## config.mk

```make
export PLATFORM = sky130hd
export DESIGN_NAME = rxwb_engine
export DESIGN_NICKNAME = d
export VERILOG_FILES = /design/src/rtl/rxwb_pkg.sv /design/src/rtl/rxwb_status_fmt.sv /design/src/rtl/rxwb_ring_ptr.sv /design/src/rtl/rxwb_desc_mem.sv /design/src/rtl/rxwb_ctrl.sv /design/src/rtl/rxwb_engine.sv
export SDC_FILE = /design/constraint.sdc
export NUM_CORES = 2
export LEC_CHECK = 0
export ABC_AREA = 1
export ABC_CLOCK_PERIOD_IN_PS = 2930
export BUFFER_PORTS_ARGS = -buffer_cell sky130_fd_sc_hd__buf_4
export CELL_PAD_IN_SITES_DETAIL_PLACEMENT = 2
export CELL_PAD_IN_SITES_GLOBAL_PLACEMENT = 2
export CORE_MARGIN = 5
export CORE_UTILIZATION = 34
export DETAILED_ROUTE_END_ITERATION = 16
export PLACE_DENSITY_LB_ADDON = 0.12
export SYNTH_ARGS = -nofsm -noshare
export SYNTH_HDL_FRONTEND = slang
export SYNTH_HIERARCHICAL = 1
export SYNTH_SLANG_ARGS = --single-unit
export TNS_END_PERCENT = 30
```

## constraint.sdc

```tcl
create_clock -name clk -period 2.93 [get_ports clk]
set_clock_uncertainty 0.1 [all_clocks]
set_input_delay 0.4395 -clock clk [delete_from_list [all_inputs] [get_ports clk]]
set_output_delay 0.4395 -clock clk [all_outputs]
set_load 0.01 [all_outputs]
```

## src/rtl/rxwb_pkg.sv

```systemverilog
package rxwb_pkg;
   localparam int WORD_W       = 32;
   localparam int DESC_WORDS   = 8;
   localparam int OFF_W        = 3;
   localparam int FLAGS_WORD   = 0;
   localparam int SIZE_WORD    = 1;
   localparam int OWN_BIT      = 31;
   localparam int RING_END_BIT = 15;
   localparam int LEN_LSB      = 16;
   localparam int LEN_W        = 14;
   localparam int FIRST_BIT    = 9;
   localparam int LAST_BIT     = 8;
   localparam int TYPED_BIT    = 5;
   localparam int SUMM_BIT     = 15;
   localparam int ERR_N        = 5;

   typedef logic [ERR_N-1:0] err_vec_t;

   typedef struct packed {
      logic [LEN_W-1:0] len;
      logic             typed;
      err_vec_t         err;
   } frame_t;

   typedef enum logic [1:0] {
      ST_IDLE  = 2'd0,
      ST_CHECK = 2'd1,
      ST_WAIT  = 2'd2
   } wb_state_e;

   // flags bit position for each error input index
   function automatic int err_bit_pos(input int idx);
      case (idx)
         0:       return 1;
         1:       return 3;
         2:       return 11;
         3:       return 12;
         default: return 7;
      endcase
   endfunction
endpackage

```

## src/rtl/rxwb_status_fmt.sv

```systemverilog
module rxwb_status_fmt import rxwb_pkg::*; #(
   parameter int TRAILER_BYTES = 4,
   parameter bit LEN_SATURATE  = 1'b1
) (
   input  frame_t            frm,
   output logic [WORD_W-1:0] flags
);
   localparam int               SUM_W   = LEN_W + 1;
   localparam logic [LEN_W-1:0] LEN_MAX = '1;

   logic [SUM_W-1:0] len_sum;
   logic [LEN_W-1:0] len_rec;

   always_comb
      len_sum = {1'b0, frm.len} + (frm.typed ? SUM_W'(TRAILER_BYTES) : SUM_W'(0));

   generate
      if (LEN_SATURATE) begin : g_sat
         assign len_rec = len_sum[LEN_W] ? LEN_MAX : len_sum[LEN_W-1:0];
      end else begin : g_wrap
         logic carry_unused;
         assign carry_unused = len_sum[LEN_W];
         assign len_rec      = len_sum[LEN_W-1:0];
      end
   endgenerate

   always_comb begin
      flags                      = '0;
      flags[LEN_LSB +: LEN_W]    = len_rec;
      flags[FIRST_BIT]           = 1'b1;
      flags[LAST_BIT]            = 1'b1;
      flags[TYPED_BIT]           = frm.typed;
      for (int i = 0; i < ERR_N; i++)
         flags[err_bit_pos(i)]   = frm.err[i];
      flags[SUMM_BIT]            = |frm.err;
      flags[OWN_BIT]             = 1'b0;
   end
endmodule

```

## src/rtl/rxwb_ring_ptr.sv

```systemverilog
module rxwb_ring_ptr #(
   parameter int DEPTH = 4,
   parameter int IDX_W = 2
) (
   input  logic             clk,
   input  logic             rst_n,
   input  logic             adv,
   input  logic             end_mark,
   output logic [IDX_W-1:0] idx
);
   localparam bit IS_POW2 = (DEPTH == (1 << IDX_W));

   logic [IDX_W-1:0] idx_q, idx_nxt;

   generate
      if (IS_POW2) begin : g_pow2
         always_comb idx_nxt = end_mark ? '0 : idx_q + 1'b1;
      end else begin : g_cmp
         logic at_last;
         assign at_last = (idx_q == IDX_W'(DEPTH - 1));
         always_comb idx_nxt = (end_mark || at_last) ? '0 : idx_q + 1'b1;
      end
   endgenerate

   always_ff @(posedge clk or negedge rst_n) begin
      if (!rst_n)   idx_q <= '0;
      else if (adv) idx_q <= idx_nxt;
   end

   assign idx = idx_q;


   idx_in_ring_chk: assert property (@(posedge clk) disable iff (!rst_n)
      idx_q <= IDX_W'(DEPTH - 1));
endmodule

```

## src/rtl/rxwb_desc_mem.sv

```systemverilog
module rxwb_desc_mem import rxwb_pkg::*; #(
   parameter int DEPTH = 4,
   parameter int IDX_W = 2,
   parameter int AW    = 5
) (
   input  logic              clk,
   input  logic              rst_n,
   input  logic              sw_we,
   input  logic [AW-1:0]     sw_addr,
   input  logic [WORD_W-1:0] sw_wdata,
   output logic [WORD_W-1:0] sw_rdata,
   input  logic [IDX_W-1:0]  eng_idx,
   output logic              eng_own,
   output logic              eng_end,
   input  logic              eng_we,
   input  logic [WORD_W-1:0] eng_wdata
);
   localparam int WORDS = DEPTH * DESC_WORDS;

   logic [WORD_W-1:0] mem [WORDS];
   logic [AW-1:0]     eng_waddr, eng_saddr;

   assign eng_waddr = {eng_idx, OFF_W'(FLAGS_WORD)};
   assign eng_saddr = {eng_idx, OFF_W'(SIZE_WORD)};
   assign eng_own   = mem[eng_waddr][OWN_BIT];
   assign eng_end   = mem[eng_saddr][RING_END_BIT];

   // engine write wins over a software write to the same word
   always_ff @(posedge clk or negedge rst_n) begin
      if (!rst_n) begin
         for (int w = 0; w < WORDS; w++) mem[w] <= '0;
      end else begin
         for (int w = 0; w < WORDS; w++) begin
            if (eng_we && eng_waddr == AW'(w))     mem[w] <= eng_wdata;
            else if (sw_we && sw_addr == AW'(w))  mem[w] <= sw_wdata;
         end
      end
   end

   generate
      if (WORDS == (1 << AW)) begin : g_full
         always_ff @(posedge clk or negedge rst_n) begin
            if (!rst_n) sw_rdata <= '0;
            else        sw_rdata <= mem[sw_addr];
         end
      end else begin : g_part
         always_ff @(posedge clk or negedge rst_n) begin
            if (!rst_n)                     sw_rdata <= '0;
            else if (sw_addr < AW'(WORDS))  sw_rdata <= mem[sw_addr];
            else                            sw_rdata <= '0;
         end
      end
   endgenerate


   eng_write_lands_chk: assert property (@(posedge clk) disable iff (!rst_n)
      eng_we |=> (mem[$past(eng_waddr)] == $past(eng_wdata)));
endmodule

```

## src/rtl/rxwb_ctrl.sv

```systemverilog
module rxwb_ctrl import rxwb_pkg::*; (
   input  logic   clk,
   input  logic   rst_n,
   input  logic   frm_valid,
   input  frame_t frm_in,
   input  logic   poll_req,
   input  logic   own_rd,
   output logic   frm_stall,
   output frame_t pend,
   output logic   wb_we
);
   wb_state_e state_q, state_d;
   frame_t    pend_q;

   always_comb begin
      state_d = state_q;
      unique case (state_q)
         ST_IDLE:  if (frm_valid) state_d = ST_CHECK;
         ST_CHECK: begin
            if (own_rd)        state_d = ST_IDLE;
            else if (poll_req) state_d = ST_CHECK;
            else               state_d = ST_WAIT;
         end
         ST_WAIT:  if (poll_req) state_d = ST_CHECK;
         default:  state_d = ST_IDLE;
      endcase
   end

   always_ff @(posedge clk or negedge rst_n) begin
      if (!rst_n) begin
         state_q <= ST_IDLE;
         pend_q  <= '0;
      end else begin
         state_q <= state_d;
         if (state_q == ST_IDLE && frm_valid) pend_q <= frm_in;
      end
   end

   assign frm_stall = (state_q != ST_IDLE);
   assign wb_we     = (state_q == ST_CHECK) && own_rd;
   assign pend      = pend_q;


   accept_stall_chk: assert property (@(posedge clk) disable iff (!rst_n)
      (frm_valid && !frm_stall) |=> frm_stall);

   wait_hold_chk: assert property (@(posedge clk) disable iff (!rst_n)
      (frm_stall && !wb_we) |=> (frm_stall && $stable(pend)));

   release_chk: assert property (@(posedge clk) disable iff (!rst_n)
      wb_we |=> !frm_stall);

   idle_no_write_chk: assert property (@(posedge clk) disable iff (!rst_n)
      !frm_stall |-> !wb_we);
endmodule

```

## src/rtl/rxwb_engine.sv

```systemverilog
module rxwb_engine import rxwb_pkg::*; #(
   parameter int DEPTH         = 4,
   parameter int TRAILER_BYTES = 4,
   parameter bit LEN_SATURATE  = 1'b1
) (
   input  logic                       clk,
   input  logic                       rst_n,
   input  logic                       frm_valid,
   input  logic [13:0]                frm_len,
   input  logic                       frm_typed,
   input  logic [4:0]                 frm_err,
   output logic                       frm_stall,
   input  logic                       poll_req,
   input  logic                       sw_we,
   input  logic [$clog2(DEPTH)+2:0]   sw_addr,
   input  logic [31:0]                sw_wdata,
   output logic [31:0]                sw_rdata
);
   localparam int IDX_W = $clog2(DEPTH);
   localparam int AW    = IDX_W + OFF_W;

   generate
      if (DEPTH < 2 || DEPTH > 256) begin : g_bad_depth
         $error("rxwb_engine: DEPTH must lie in 2..256");
      end
      if (TRAILER_BYTES < 0 || TRAILER_BYTES > 15) begin : g_bad_trailer
         $error("rxwb_engine: TRAILER_BYTES must lie in 0..15");
      end
   endgenerate

   frame_t            frm_in, pend;
   logic              own_rd, end_rd, wb_we;
   logic [IDX_W-1:0]  idx;
   logic [WORD_W-1:0] wb_flags;

   always_comb begin
      frm_in.len   = frm_len;
      frm_in.typed = frm_typed;
      frm_in.err   = frm_err;
   end

   rxwb_ctrl u_ctrl (
      .clk       (clk),
      .rst_n     (rst_n),
      .frm_valid (frm_valid),
      .frm_in    (frm_in),
      .poll_req  (poll_req),
      .own_rd    (own_rd),
      .frm_stall (frm_stall),
      .pend      (pend),
      .wb_we     (wb_we)
   );

   rxwb_status_fmt #(
      .TRAILER_BYTES (TRAILER_BYTES),
      .LEN_SATURATE  (LEN_SATURATE)
   ) u_fmt (
      .frm   (pend),
      .flags (wb_flags)
   );

   rxwb_ring_ptr #(
      .DEPTH (DEPTH),
      .IDX_W (IDX_W)
   ) u_ptr (
      .clk      (clk),
      .rst_n    (rst_n),
      .adv      (wb_we),
      .end_mark (end_rd),
      .idx      (idx)
   );

   rxwb_desc_mem #(
      .DEPTH (DEPTH),
      .IDX_W (IDX_W),
      .AW    (AW)
   ) u_mem (
      .clk       (clk),
      .rst_n     (rst_n),
      .sw_we     (sw_we),
      .sw_addr   (sw_addr),
      .sw_wdata  (sw_wdata),
      .sw_rdata  (sw_rdata),
      .eng_idx   (idx),
      .eng_own   (own_rd),
      .eng_end   (end_rd),
      .eng_we    (wb_we),
      .eng_wdata (wb_flags)
   );


   summary_bit_chk: assert property (@(posedge clk) disable iff (!rst_n)
      wb_we |-> (wb_flags[SUMM_BIT] == (|pend.err)));

   generate
      if (LEN_SATURATE) begin : g_len_chk

         len_not_short_chk: assert property (@(posedge clk) disable iff (!rst_n)
            wb_we |-> (wb_flags[LEN_LSB +: LEN_W] >= pend.len));
      end
   endgenerate
endmodule

```

==> summary.txt <==
DIE HEIGHT = 398 um
Via Count = 47300
fillers = 17000
HP Class = in -> reg
gr ovfl total = 0
CP Launch Point = u_ptr/idx[0]
drt wl/cell = 24.6 um
critical path type = reg -> reg
most common cell in the netlist = nand2_1
# setup viols final = 0
largest family of logic cells by synthesized area = simple AND/OR/NAND/NOR gates
Syn Std Cell Area = 51200 sq um
crit-path cells = inv_2 -> nor2_4 -> a22oi_1 -> nand3_1 -> inv_1 -> nor3_4 -> nand3_4 -> nand2_4 -> buf_12 -> nor2_1 -> a21oi_1
outcome = finished, final reports clean
Sink Count = 1080
number of max-cap violations = 0
clk slew on worst S/H paths = 0.06 ns
All-Layer GR Usage = 0.275
Initial Util = 0.342
Final Max Slew Viols = 0
worst setup path endpoint = u_mem/mem[251]
Compound-Gate Fraction of Synth Area = 0.112
number of global-route vias before repair = 52700
die area = 158000 sq um
DRC viols = 0
worst path arrival time = 3.20 ns
Rel. slew slack = 0.262
Post-synth ARST share = 1.00
CP top delay family = simple AND/OR/NAND/NOR gates
pre-CTS worst setup slack = 0.183 ns
setup TNS = 0 ns
Max Clock Freq = 381 MHz
CP Depth = 11
number of synthesized flops with an enable pin = 0
Ys Warns = 6
Power Dens Cells = 801 nW/um^2
largest cells by area after synthesis = dfrtp_1, nand2_1, o21ai_0
first drt pass iteration count = 5
R2R Path End = u_mem/mem[251]
Synth area leader = dfrtp_1
initial antenna violation count = 4
worst path buffer plus inverter count = 3
Final ANT Viol Nets = 0
synth cell count leaders = nand2_1, dfrtp_1, o21ai_0
setup slack after layout = 0.308 ns
CTS tree = yes
leak pwr = 29.7 nW
# IOs = 95
Layout Area Growth over Synthesis = 16.7%
pin count of the biggest net entering global routing = 91
Max IR drop VDD = 0.000440 V
RSZ-0062 raised after global routing = no
final wirelength = 217000 um
H-tree levels = 4
Reg area = 27000 sq um
Syn Area/Cell = 7.60 sq um
FF+latch count, synth = 1080
first-pass GRT wire length = 333000 um
row count = 142
Synth top area share = 0.528
core area = 150000 sq um
clock latency on the worst-skew pair = 0.77 ns
Multi-input gate area = 21400 sq um
DP HPWL = 133000 um
Cell variety after synth = 29
mux contribution to synthesized area = 0
Post-CTS Setup Inserts = 0
Worst Path Required = 3.51 ns
Num CTS Buffers = 135
worst-case clock buffer depth = 3
XOR/XNOR Fraction of Synth Area = 0.000514
port buffer count = 94
r2r setup slk = 0.31 ns
FF-to-FF Start = u_ptr/idx[0]
Post-Synth Simple-Gate Area = 0.300
worst-case reg-to-reg path depth = 11
Vias/cell = 5.35
Root Driver = clkbuf_16
die width = 398 um
Crit Path Max Fanout = 48
Slowest-stage cell, CP = dfrtp_1
Post-Synth Adder-Cell Area = 0.000489
sequential share of the synthesized area = 0.528
Critical Path End Type = flop
slowest stage delay, CP = 0.55 ns
Final Cycle Share = 0.895
Initial DRC Count = 2598
gpl congestion = 0.808
Main synth FF type = dfrtp_1
Synth Instances = 6735
share of layout cells above drive strength 1 = 0.0868
Tightest Pin Transition = 1.11 ns
CP startpoint kind = flop
Min Clock Period, post-route = 2.62 ns
final hold vios = 0
Nets = 6772
metal layers:
layer	global-route usage	routed length, um	up-vias
met3	0.0312	6850	294
met5	0	13	-
met2	0.475	106000	759
li1	-	-	21400
met4	0.0786	6330	2
met1	0.364	98600	24800
cell type report:
class,instances,area share
Clock buffer,206,0.0688
Antenna cell,7,0.000293
Sequential cell,1080,0.452
Timing Repair Buffer,385,0.0680
Tap cell,2016,0.0422
Clock inverter,31,0.00436
Multi-Input combinational cell,5025,0.358
Inverter,81,0.00561
per-stage QoR:
step	instances	instance area [sq um]	util	total power [mW]	hold WS, ns
after floorplan	6744	51200	-	26.6	0.0439
after global placement	8514	54600	0.365	30.5	0.325
after detailed placement	8514	54600	0.365	31.2	0.319
after CTS	8824	59700	0.399	48.3	0.00931
after global routing	8828	59700	0.399	50.6	0.0344
final	8831	59700	0.399	47.8	0.0250
worst min path at each step:
stage              start               to  slack, ns  cells after the start
2_1_floorplan      rst_n   u_ctrl/pend[0]       0.04                      0
3_3_place_gp       rst_n   u_mem/mem[359]       0.33                      1
3_5_place_dp       rst_n   u_mem/mem[359]       0.32                      1
4_1_cts        frm_valid  u_ctrl/pend[18]      0.009                      3
5_1_grt        frm_valid  u_ctrl/pend[18]       0.03                      3
6_report       frm_valid  u_ctrl/pend[18]       0.03                      3
cells by family (layout without fill, tap and decap cells):
| kind of cell | Yosys count | in the layout |
|---|---|---|
| and+or+nand+nor | 3881 | 3881 |
| AOI/OAI and AO/OA | 1128 | 1128 |
| DFF | 1080 | 1080 |
| buffers and inverters | 639 | 703 |
| xor gates and xnor gates | 3 | 3 |
| adders and majority gates | 2 | 2 |
| other | 2 | 18 |
sequential cells by signal (all words and copies together), names as in the netlist:
register	flops
u_ptr/idx	2
u_ctrl/pend	20
u_ctrl/state_q	2
u_mem/sw_rdata	32
u_mem/mem	1024
repair_timing:
action,in CTS,in global routing
endpoints found under the setup margin,0,32
gates resized for setup,0,2
hold buffers,73,0
hold endpoints to repair,501,0
worst register-to-register path: stages, from the launching register on:
cell and delay, ns:
dfrtp_1 0.55, inv_2 0.14, nor2_4 0.11, a22oi_1 0.07
nand3_1 0.08, inv_1 0.08, nor3_4 0.30, nand3_4 0.26
nand2_4 0.29, buf_12 0.28, nor2_1 0.11, a21oi_1 0.14
power by group:
part	switching, mW	internal, mW	total (mW)
combinational	6.94	3.56	10.5
sequential	2.35	18.3	20.7
clock	6.86	9.83	16.7
total	16.2	31.7	47.8
placed cells by master (no fill, tap or decap), types with 31 or more instances in the layout:
master,count
nor2_1,228
inv_1,73
nand3_1,342
buf_12,77
clkbuf_16,141
o21ai_0,961
a21oi_1,63
nand4_1,68
nand2_1,3176
dlygate4sd3_1,73
dfrtp_1,1080
a31oi_1,49
buf_4,231
clkbuf_8,34
clkbuf_1,31
o21ai_1,36
No activity file was read; power rests on OpenSTA's default activity.
